File: src/rtl/xor_ext_pkg.sv
package xor_ext_pkg;

  localparam logic [7:0] XOR_OPCODE = 8'h3A;

  typedef enum logic [1:0] {
    IMM_NONE  = 2'd0,
    IMM_SHORT = 2'd1,
    IMM_LONG  = 2'd2
  } imm_kind_e;

  typedef struct packed {
    logic c;
    logic v;
    logic z;
    logic n;
  } flags_t;

endpackage

File: src/rtl/xor_ext_prefix.sv
module xor_ext_prefix
  import xor_ext_pkg::*;
#(
  parameter int DATA_W  = 32,
  parameter int CHUNK_W = 13
) (
  input  logic              clk,
  input  logic              rst,
  input  logic              push_i,
  input  logic              clear_i,
  input  logic [CHUNK_W-1:0] chunk_i,
  output imm_kind_e         kind_o,
  output logic [DATA_W-1:0] imm_o
);

  localparam int PAD_SHORT = DATA_W - CHUNK_W;
  localparam int PAD_LONG  = DATA_W - 2 * CHUNK_W;

  logic [CHUNK_W-1:0] older_q, newer_q;
  imm_kind_e          kind_q;

  always_ff @(posedge clk) begin
    if (rst) begin
      older_q <= '0;
      newer_q <= '0;
      kind_q  <= IMM_NONE;
    end else if (push_i) begin
      older_q <= newer_q;
      newer_q <= chunk_i;
      kind_q  <= (kind_q == IMM_NONE) ? IMM_SHORT : IMM_LONG;
    end else if (clear_i) begin
      kind_q  <= IMM_NONE;
    end
  end

  always_comb begin
    unique case (kind_q)
      IMM_SHORT: imm_o = {{PAD_SHORT{1'b0}}, newer_q};
      IMM_LONG:  imm_o = {{PAD_LONG{1'b0}}, older_q, newer_q};
      default:   imm_o = '0;
    endcase
  end

  assign kind_o = kind_q;

endmodule

File: src/rtl/xor_ext_regfile.sv
module xor_ext_regfile #(
  parameter int DATA_W = 32,
  parameter int REG_N  = 16,
  localparam int ADDR_W = $clog2(REG_N)
) (
  input  logic              clk,
  input  logic              rst,
  input  logic [ADDR_W-1:0] ra_i,
  output logic [DATA_W-1:0] ra_data_o,
  input  logic [ADDR_W-1:0] rb_i,
  output logic [DATA_W-1:0] rb_data_o,
  input  logic              we_i,
  input  logic [ADDR_W-1:0] wa_i,
  input  logic [DATA_W-1:0] wd_i
);

  logic [DATA_W-1:0] mem_q [REG_N];

  always_ff @(posedge clk) begin
    if (rst) begin
      for (int i = 0; i < REG_N; i++) mem_q[i] <= '0;
    end else if (we_i) begin
      mem_q[wa_i] <= wd_i;
    end
  end

  assign ra_data_o = mem_q[ra_i];
  assign rb_data_o = mem_q[rb_i];

endmodule

File: src/rtl/xor_ext_alu.sv
module xor_ext_alu
  import xor_ext_pkg::*;
#(
  parameter int DATA_W = 32
) (
  input  logic [DATA_W-1:0] rd_val_i,
  input  logic [DATA_W-1:0] rs_val_i,
  input  logic [DATA_W-1:0] imm_i,
  input  logic              use_imm_i,
  input  flags_t            flags_i,
  output logic [DATA_W-1:0] result_o,
  output flags_t            flags_o
);

  logic [DATA_W-1:0] lhs;

  assign lhs      = use_imm_i ? imm_i : rd_val_i;
  assign result_o = lhs ^ rs_val_i;

  always_comb begin
    flags_o   = flags_i;
    flags_o.v = 1'b0;
    flags_o.z = (result_o == '0);
    flags_o.n = result_o[DATA_W-1];
  end

endmodule

File: src/rtl/xor_ext_stage.sv
module xor_ext_stage
  import xor_ext_pkg::*;
#(
  parameter int DATA_W  = 32,
  parameter int REG_N   = 16,
  parameter int CHUNK_W = 13,
  parameter int INSTR_W = 16,
  localparam int ADDR_W = $clog2(REG_N)
) (
  input  logic               clk,
  input  logic               rst,
  input  logic               valid_i,
  input  logic [INSTR_W-1:0] instr_i,
  input  logic               is_ext_i,
  input  logic               delay_slot_i,
  output logic               wb_valid_o,
  output logic [ADDR_W-1:0]  wb_rd_o,
  output logic [DATA_W-1:0]  wb_data_o,
  output logic [3:0]         flags_o
);

  localparam int RS_LSB = ADDR_W;
  localparam int OP_LSB = 2 * ADDR_W;
  localparam int OP_W   = INSTR_W - OP_LSB;

  logic              take_prefix, take_other, take_xor;
  logic [ADDR_W-1:0] rs_sel, rd_sel;
  logic [DATA_W-1:0] rs_val, rd_val, imm_val, result;
  imm_kind_e         kind;
  logic              use_imm;
  flags_t            flags_q, flags_nxt;

  assign take_prefix = valid_i && is_ext_i;
  assign take_other  = valid_i && !is_ext_i;
  assign take_xor    = take_other && (instr_i[INSTR_W-1:OP_LSB] == OP_W'(XOR_OPCODE));
  assign rs_sel      = instr_i[RS_LSB +: ADDR_W];
  assign rd_sel      = instr_i[0 +: ADDR_W];

  xor_ext_prefix #(.DATA_W(DATA_W), .CHUNK_W(CHUNK_W)) u_pfx (
    .clk     (clk),
    .rst     (rst),
    .push_i  (take_prefix),
    .clear_i (take_other),
    .chunk_i (instr_i[CHUNK_W-1:0]),
    .kind_o  (kind),
    .imm_o   (imm_val)
  );

  xor_ext_regfile #(.DATA_W(DATA_W), .REG_N(REG_N)) u_rf (
    .clk       (clk),
    .rst       (rst),
    .ra_i      (rs_sel),
    .ra_data_o (rs_val),
    .rb_i      (rd_sel),
    .rb_data_o (rd_val),
    .we_i      (take_xor),
    .wa_i      (rd_sel),
    .wd_i      (result)
  );

  assign use_imm = (kind != IMM_NONE) && !delay_slot_i;

  xor_ext_alu #(.DATA_W(DATA_W)) u_alu (
    .rd_val_i  (rd_val),
    .rs_val_i  (rs_val),
    .imm_i     (imm_val),
    .use_imm_i (use_imm),
    .flags_i   (flags_q),
    .result_o  (result),
    .flags_o   (flags_nxt)
  );

  always_ff @(posedge clk) begin
    if (rst) begin
      wb_valid_o <= 1'b0;
      wb_rd_o    <= '0;
      wb_data_o  <= '0;
      flags_q    <= '0;
    end else begin
      wb_valid_o <= take_xor;
      if (take_xor) begin
        wb_rd_o   <= rd_sel;
        wb_data_o <= result;
        flags_q   <= flags_nxt;
      end
    end
  end

  assign flags_o = flags_q;

endmodule

File: config.mk
export PLATFORM = sky130hd
export DESIGN_NAME = xor_ext_stage
export DESIGN_NICKNAME = d
export VERILOG_FILES = /design/src/rtl/xor_ext_pkg.sv /design/src/rtl/xor_ext_prefix.sv /design/src/rtl/xor_ext_regfile.sv /design/src/rtl/xor_ext_alu.sv /design/src/rtl/xor_ext_stage.sv
export SDC_FILE = /design/constraint.sdc
export NUM_CORES = 1
export LEC_CHECK = 0
export BUFFER_PORTS_ARGS = -buffer_cell sky130_fd_sc_hd__buf_2
export CORE_MARGIN = 5
export CORE_UTILIZATION = 60
export CTS_CLUSTER_SIZE = 28
export DETAILED_ROUTE_END_ITERATION = 12
export PLACE_DENSITY = 0.76
export SYNTH_ARGS = -nofsm -noshare
export SYNTH_HDL_FRONTEND = slang
export SYNTH_HIERARCHICAL = 1
export SYNTH_SLANG_ARGS = --single-unit
File: constraint.sdc
create_clock -name clk -period 3.3 [get_ports clk]
set_clock_uncertainty 0.05 [all_clocks]
set_input_delay 0.165 -clock clk [delete_from_list [all_inputs] [get_ports clk]]
set_output_delay 0.165 -clock clk [all_outputs]
set_load 0.02 [all_outputs]
### Word level (Yosys, flattened, before mapping)

Memory sizes are Yosys's and may differ from the RTL's.
Cells that the tools add are included.

* input port bits: 21
* bits in writable memories: 512
* output and inout bits: 41
* memories: 1
* logic and storage cells: 37
* bits in registers: 67

* mux-type cells: 13
* equality and inequality tests: 3
* bitwise logic cells: 1
* reductions and logical operators: 11

Memories
* u_rf.mem_q: depth 16, bits a word 32, read ports 2, clocked after memory_dff 0, write ports 16, line xor_ext_regfile.sv:17 `logic [DATA_W-1:0] mem_q [REG_N];`

Operators with widths (number)
* 32-bit two-way mux: 2
* 26-bit one-hot mux with 2 select lines: 1
* 32-bit logical NOT: 1
* 32-bit OR reduction: 1
* 32-bit bitwise XOR: 1
* 8-bit by 6-bit equality test with 1-bit output (second input constant): 1
* 1-bit two-way mux: 6
* 2-bit two-way mux: 3
* 1-bit logical AND: 4
* 4-bit two-way mux: 1
* 2-bit nonzero test: 2
* 2-bit by 1-bit equality test with 1-bit output (second input constant): 1
* 2-bit equality test (second input constant): 1
* 1-bit logical NOT: 2
* 2-bit logical NOT: 1

### Logic depth before layout (Yosys ltp)

Gate-level depths: netlist of the first run.

* depth after elaboration: 8
* mapped depth: 12
* mapped depth without buffers: 11

### Hierarchy

Netlist of the first run, hierarchy kept.

By module, submodules not included
* xor_ext_regfile: area each 26581.7 um^2, cells an instance 1687, sequential area each 15374.7 um^2, times used 1
* xor_ext_stage: area each 1871.8 um^2, cells an instance 183, sequential area each 820.8 um^2, times used 1
* xor_ext_prefix: area each 1292.5 um^2, cells an instance 131, sequential area each 560.5 um^2, times used 1
* xor_ext_alu: area each 742.0 um^2, cells an instance 83, sequential area each 0.0 um^2, times used 1

### Least setup slack after synthesis of the first run

No wires, ideal clock.

* path type: input -> register
* from: input is_ext_i
* to: memory u_rf.mem_q[0][0], enable pin
* cell stages on the path: 6
* buffers on the path: 1
* library setup time: 375 ps
* data arrival time: 2464 ps
* path slack: 411 ps
* path through: or4b_4 nor3_4 buf_6 or4b_4 nor3_4 or2_2

RTL lines
* from (decl): line xor_ext_stage.sv:14 `input logic is_ext_i,`
* to (decl): line xor_ext_regfile.sv:17

==> impl.org, run 1 <==
** Drt
- Detailed Route WL :: 94710 µm
- In this run, the number of DRC markers left after iteration 0 of detailed routing was 3086.
- In the routed layout, each cell is associated on average with a via count of 6.926.
- Via count of the routed design :: 20.18k
- Wire length per cell :: 32.50 µm
- Post-DRT Antenna Nets :: 0
- First-pass iteration count of the detailed router :: 7
- For this run, design rule violations remaining after detail routing come to 0.

** Critical path
- The worst setup path is captured at a register.
- Reg-to-Reg End :: flags_o[1]
- Stage delay of the slowest cell on the critical path :: 0.98 ns
- Reg-to-Reg Start :: u_pfx/kind_o[0]
- Along the worst path, the maximum fanout reaches 24.
- The worst setup path is launched from an input pin.
- The largest individual stage delay along the critical path comes from the cell nor2_4.
- STA puts the critical path data arrival time at 3.62 ns.
- Cell count of the worst reg-to-reg path :: 13
- Worst setup path class :: input pin to register
- Flop2flop setup slack :: 0.21 ns
- In this run the worst setup path begins at instr_i[2].
- STA puts the critical path data required time at 3.82 ns.
- Crit-path cells :: dlygate4sd3_1, buf_2, nor2_4, a22oi_1, nand2_1, mux2i_1, xnor2_1, buf_4, nor4_1, buf_4, nand4_1, nor2_1, nand2b_1, mux2i_1

** Run
- Across the run, the number of max-cap violations was 0.

** Logic synthesis
- Synthesized area divided by synthesized cell count :: 14.63 µm²
- Post-synthesis simple-gate area fraction :: 15.44%
- The cell area that synthesis handed to floorplanning was 0.03049 mm².
- Count of unique library cells instantiated by Yosys :: 37
- Fraction of the mapped netlist area in compound gates :: 3.283%
- The synthesized design contains 581 register bits.
- Mux contribution to synthesized area :: 22.13%
- Summing the sequential cell areas from Yosys gives 54.96% of the chip area.
- Number of warnings reported in the yosys synthesis log :: 6
- Summing the areas of all xor and xnor instances in the mapped netlist gives 0.9193% of the synthesized area.
- Counting every instance in the synthesized netlist gives 2084.
- The synthesized netlist devotes 0.1231% of its cell area to adder and majority cells.
- By area, the combinational part of the netlist is dominated by multiplexers.

** Die
- Num ports :: 62
- Once the floorplan was initialized, standard cells occupied 60.77% of the core.
- Full die area :: 0.05542 mm²
- Standard cell core area :: 0.05017 mm²
- Die height :: 235.4 µm
- Horiz. Die Dim :: 235.4 µm
- The floorplan has 82 rows.

** Placed design
- OpenSTA, run right after detailed placement, puts the worst setup slack at 0.1632 ns.
- Count of buffers inserted at the top-level ports :: 61
- Detailed-placement wirelength estimate :: 54580 µm
- The congestion estimate from routability-driven global placement came to 0.8778.

** Timing
- For the pin with the worst max-slew slack, the measured transition is 1.293 ns.
- The max-slew violation total from the final report came to 0.
- Min Clock Period, post-route :: 3.101 ns
- After layout, the worst path uses 93.98% of the clock period.
- F_max :: 322.4 MHz
- Headroom to the max-slew limit came out at 13.63%.
- Across all setup checks in the final design, the least slack found is 0.1986 ns.
- Setup violations remaining at the end of the flow were counted as 0.
- Final hold violation count :: 0
- Across all hold checks on the routed design, the worst slack comes to 0.04873 ns.
- Fin Setup TNS :: 0 ns
- Setup repair after global routing missed its margin :: false

** Power and ir drop
- Dividing total power by cell area gives a power density of 505.4 mW/mm².
- VDD IR max :: 0.3805 mV
- Leak pwr :: 12.70 nW

** Clocking
- CTS sink count :: 581
- The later pin in the worst-skew pair is clocked with a latency of 0.63 ns.
- Buffers added to address setup during post-CTS repair amount to 0.
- Maximum root-to-sink buffer count :: 3
- CTS built an H-tree with a depth of 2.
- After clock tree synthesis, the clock-pin slew on the worst setup and hold paths is 0.06 ns.
- CTS Root Buffer Type :: clkbuf_16
- In this run, CTS created clock tree buffers numbering 60.
- TritonCTS built the clock tree.

** Layout
- Cells with a size suffix above 1 make up 29.15% of the layout.
- Growth of design area from synthesis to finish :: 13.60%
- Net total in the final layout :: 2213

** Hold path
- For hold timing, the worst endpoint is u_pfx/kind_o[0].
- Worst min-delay path startpoint :: valid_i
- Counting instances, the worst hold path has a depth of 3.
- The path class of the tightest hold or removal check is input pin to register.

** Global route
- Entering global routing, the biggest net connects 65 pins.
- For this run, the total global-route usage over all layers was measured as 33.92%.
- The initial antenna violation count was 7.
- Vias in the first global route :: 20.92k
- Summed over all layers, the global routing overflow is 0.
- Wire length of the first global-routing pass :: 138200 µm

** Outcome
- The run finished with clean final reports.
## logic make-up after synthesis
group,count (synthesis)
AO/OA/AOI/OAI,131
adder cells (fa/ha/maj),3
multiplexers,354
other,2
AND/OR/NAND/NOR,777
buffers and inverters,204
flip-flops,581
XOR/XNOR,32
## registers in the layout (all words and copies together) (netlist names)
| signal | cells |
|---|---|
| wb_rd_o | 4 |
| flags_o | 4 |
| u_pfx/older_q | 13 |
| u_rf/mem_q | 512 |
| u_pfx/newer_q | 13 |
| wb_data_o | 32 |
| u_pfx/kind_o | 2 |
| wb_valid_o | 1 |
## critical path: cells and delay by family
kind | cells | cell delay [ns]
multiplexers | 2 | 0.21
AO/OA/AOI/OAI | 1 | 0.22
XOR/XNOR | 1 | 0.18
AND/OR/NAND/NOR | 6 | 1.78
buffers and inverters | 4 | 1.04
## synth_stat cells (all sizes together)
cell,instances,area share [%]
a22oi,128,3.2
and2,541,11
buf,71,1.5
clkbuf,131,1.6
conb,2,0.025
dfxtp,69,4.5
edfxtp,512,50
ha,3,0.12
inv,2,0.025
mux2i,98,3.2
mux4,256,19
nand2,65,0.80
nand2b,83,1.7
nand3b,1,0.025
nand4,2,0.041
nand4b,2,0.057
nand4bb,2,0.074
nor2,43,0.60
nor2b,5,0.10
nor3,5,0.17
nor4,9,0.18
o21a,1,0.025
o41ai,2,0.11
or2,16,0.33
or3b,1,0.029
or4b,2,0.090
xnor2,32,0.92
## how the worst max path moves through the flow
stage,end,slack [ns],cells past startpoint
global route,flags_o[1],0.01,14
CTS,flags_o[1],0.21,14
finish,flags_o[1],0.20,14
global placement,flags_o[1],0.17,13
detailed placement,flags_o[1],0.16,13
floorplan,u_rf/mem_q[0][0],0.41,6
## repair_timing
item,4_1_cts,5_1_grt
hold buffers,15,0
hold endpoints to repair,14,0
resized for setup,0,1
endpoints found under the setup margin,0,1
## per-layer routing
metal | routed length [µm] | vias to the layer above | global-route usage, %
li1 | - | 8054 | -
met1 | 31250 | 10070 | 43.67
met2 | 44120 | 1656 | 54.01
met3 | 13730 | 396 | 9.290
met4 | 5582 | 4 | 16.43
met5 | 20 | - | 0
## cells in the final DEF (no fill, tap or decap), types with 4 or more instances in the layout
| cell type | synthesis | routed |
|---|---|---|
| edfxtp_1 | 512 | 512 |
| and2_1 | 509 | 506 |
| clkbuf_8 | 0 | 13 |
| or2_2 | 16 | 16 |
| clkinv_1 | 0 | 6 |
| nor2_4 | 3 | 10 |
| nor4_1 | 9 | 8 |
| and2_2 | 32 | 35 |
| clkinv_2 | 0 | 8 |
| dfxtp_1 | 69 | 69 |
| buf_2 | 33 | 56 |
| mux2i_1 | 98 | 98 |
| buf_4 | 13 | 133 |
| clkbuf_1 | 125 | 15 |
| clkbuf_16 | 0 | 61 |
| bufinv_16 | 0 | 4 |
| conb_1 | 2 | 7 |
| a22oi_1 | 128 | 128 |
| nor2b_4 | 0 | 4 |
| nand2b_1 | 83 | 83 |
| mux4_2 | 256 | 256 |
| nand2_1 | 65 | 65 |
| xnor2_1 | 32 | 32 |
| nor2_2 | 0 | 5 |
| buf_12 | 1 | 32 |
| nor2_1 | 40 | 28 |
| dlygate4sd3_1 | 0 | 15 |
## power by group
group / internal (mW) / total (mW) / switching (mW)
clock: 3.98 / 6.88 / 2.90
combinational: 0.927 / 2.31 / 1.38
sequential: 8.20 / 8.32 / 0.122
total: 13.1 / 17.5 / 4.40
## final cells by class
class | instances | area [µm²]
flip-flops and latches | 581 | 16760
clock buffers | 89 | 1755
diodes | 2 | 5.005
fillers | 3377 | 15530
repair buffers | 240 | 2121
well taps | 672 | 840.8
multi-input cells | 1304 | 12920
inverters | 2 | 7.507
clock inverters | 24 | 229.0
## per-stage QoR
| step | area, µm² | utilization [%] | total power [mW] | cells |
|---|---|---|---|---|
| CTS | 34620 | 69.01 | 17.50 | 2912 |
| floorplan | 30510 | - | 9.767 | 2089 |
| global placement | 32490 | 64.76 | 10.65 | 2784 |
| detailed placement | 32490 | 64.76 | 10.71 | 2784 |
| finish | 34640 | 69.04 | 17.51 | 2914 |
| global route | 34630 | 69.03 | 17.98 | 2912 |
No activity file was read; power rests on OpenSTA's default activity.
==> run 2, diff against run 1 <==
CELL_PAD_IN_SITES_DETAIL_PLACEMENT = 1   (was default)
CELL_PAD_IN_SITES_GLOBAL_PLACEMENT = 1   (was default)
CORE_UTILIZATION = 54   (was 60)
PLACE_DENSITY = 0.8   (was 0.76)
==> run 2 against run 1 <==
Against the previous run: setup slack got worse by 0.16 ns; register-to-register slack improved by 0.02 ns; via count increased by 0.21%; largest cell class unchanged; largest power group unchanged.
==> impl.org, run 2 (same netlist as run 1, synthesis figures left out) <==
** Layout
- The number of antenna diodes in the final layout is 0.
- Layout cell share with drive strength beyond 1 :: 29.13%
- In the final design database the tool counted 2206 nets.
- Most frequent cells in the layout :: edfxtp_1, and2_1, mux4_2
- Core Util, Final :: 62.16%
- The register with the most flip-flops in the final layout is u_rf/mem_q.
- Fillcell total :: 5152
- Most frequent standard cell in the layout excluding fill and tap cells :: edfxtp_1
- Growth of design area from synthesis to finish :: 14.52%
- Max FFs per register :: 512
- Largest registers :: u_rf/mem_q x512, wb_data_o x32

** Clocking
- Post-CTS timing repair inserted 0 buffers for setup.
- Clock-pin slew reported for the worst setup and hold paths after clock tree synthesis :: 0.06 ns
- Clock latency on the worst-skew pair, taken at its later pin, is 0.64 ns.
- H-tree depth :: 2
- For this design, the sink count on the clock tree is 581.
- CTS tree :: yes
- Maximum root-to-sink buffer count :: 3
- The number of clock buffers added by TritonCTS is 61.
- Clock tree synthesis selected as its root buffer the cell clkbuf_16.

** Drt
- After detailed routing, the number of vias per cell comes to 6.762.
- For this run, design rule violations remaining after detail routing come to 0.
- The final layout contains routed wiring with a total length of 101700 µm.
- Detailed route wirelength on metal3 :: 11870 µm
- The first routing iteration left 2434 violations.
- For this run, the detailed router's first-pass iteration total came to 5.
- The routed design uses 48820 µm of met2 wire.
- Met1 routed wirelength after detailed routing :: 35670 µm
- The detail route stage leaves a number of antenna-violating nets equal to 0.
- Highest Signal Layer :: met5
- Wire length per cell :: 34.00 µm
- Via count of the routed design :: 20.23k

** Global route
- Vias in the first global route :: 21.87k
- Largest net degree at the start of global routing :: 76
- Number of antenna violations at the first check in global routing :: 5
- Sum of overflow across all layers after global routing :: 0
- Global Route Usage Sum :: 33.10%
- The first global-routing pass estimated 146100 µm of wire.

** Outcome
- Outcome :: finished, final reports clean

** Die
- In this run the vertical extent of the chip is 247.6 µm.
- Num ports :: 62
- The floorplan step defined a die boundary enclosing 0.06131 mm².
- Once the floorplan was initialized, standard cells occupied 54.28% of the core.
- Horiz. Die Dim :: 247.6 µm
- Number of rows created at floorplan :: 87
- Standard cell core area :: 0.05617 mm²

** Timing
- Of the available clock period, the critical path in the final layout requires 98.75%.
- Setup repair after global routing left no endpoint under its margin.
- Count of endpoints failing setup in the final report :: 0
- Fin. max-slew vios :: 0
- Worst-Margin Slew :: 1.273 ns
- Setup slack of the critical path after layout :: 0.04136 ns
- Final hold violation count :: 0
- Static timing analysis puts the maximum clock frequency at 306.9 MHz.
- The clock period could shrink to 3.259 ns.
- The worst pin sits at a relative slew slack of 15.07%.

** Critical path
- Data on the critical path arrives at its endpoint at 3.77 ns.
- STA classifies the critical path endpoint as a register.
- WP data required :: 3.81 ns
- Along the worst path, the maximum fanout reaches 12.
- Element type at the critical path start :: input pin
- The worst setup path is of the input pin to register kind.

** Power and ir drop
- For this design the ratio of total power to cell area is 512.9 mW/mm².
- IR analysis of the VDD net gives a maximum drop of 0.4372 mV.
- In this run the static leakage power is 12.75 nW.

** Placed design
- Post-Place Worst Slack :: -0.2705 ns
- Count of buffers inserted at the top-level ports :: 61
- Once detailed placement completed, the half-perimeter wirelength came to 60290 µm.
- Placer's final routability congestion estimate :: 0.8509

** Run
- Max-cap violations in this run came to 0.

** Hold path
- Path type of the worst min-delay path :: input pin to register
[run 2: cell count changes in the layout (fill, tap and decap cells not counted), sizes merged]
cell	previous run	this run
bufinv	4	6
nor2	43	44
dlygate4sd3	15	14
inv	5	4
clkbuf	90	93
clkinvlp	3	2
buf	224	216
diode	2	0
[run 2: final timing paths]
path | slack, ns | depth (start not counted) | endpoint | startpoint
hold reg to reg | 0.42 | 2 | wb_data_o[17] | wb_data_o[17]
setup reg to reg | 0.23 | 11 | flags_o[1] | u_pfx/kind_o[0]
setup / recovery | 0.04 | 14 | flags_o[1] | instr_i[3]
hold / removal | 0.04 | 3 | u_pfx/kind_o[0] | is_ext_i
[run 2: worst max-delay path, cell delays in order]
cell           delay [ns]
dlygate4sd3_1        0.52
buf_2                0.19
nor2_2               0.99
a22oi_1              0.30
nand2_1              0.16
mux2i_1              0.09
xnor2_1              0.17
nor4_1               0.35
buf_4                0.19
nand4_1              0.08
buf_4                0.19
nor2_1               0.13
nand2b_1             0.08
mux2i_1              0.15
[run 2: metrics by stage]
step	cell area (µm²)	hold WS [ns]	setup TNS [ns]	total power, mW	instances
after floorplan	30510	0.2622	0	9.767	2089
after global placement	32650	0.3680	-0.1249	10.63	2860
after detailed placement	32650	0.3797	-0.2705	10.74	2860
after CTS	34900	0.01033	0	17.94	2990
after global routing	34910	0.03122	0	18.47	2991
final	34910	0.03579	0	17.91	2991
[run 2: power by group]
part / leakage, nW / switching (mW) / internal [mW]
registers: 5.84 / 0.128 / 8.20
logic: 5.88 / 1.42 / 0.917
clock network: 1.04 / 2.96 / 4.29
[run 2: layer usage]
layer  up-vias  GRT usage (%)
li1       8028              -
met1     10490          43.21
met2      1389          54.08
met3       319          7.441
met4         2          14.18
met5         -              0
[run 2: final cells by class]
cell class | count | area (µm²) | area share [%]
Clock buffer | 92 | 1836 | 5.257
Clock inverter | 24 | 275.3 | 0.7884
Inverter | 2 | 7.507 | 0.02150
Multi-Input combinational cell | 1305 | 12950 | 37.11
Sequential cell | 581 | 16760 | 47.99
Tap cell | 756 | 945.9 | 2.709
Timing Repair Buffer | 231 | 2138 | 6.125
[run 2: repair_timing]
| item | 4_1_cts | 5_1_grt |
|---|---|---|
| cloned | 0 | 1 |
| hold buffers | 14 | 0 |
| endpoints found under the setup margin | 1 | 1 |
| pin swaps | 0 | 1 |
| resized for setup | 1 | 2 |
| endpoints found under the hold margin | 19 | 0 |
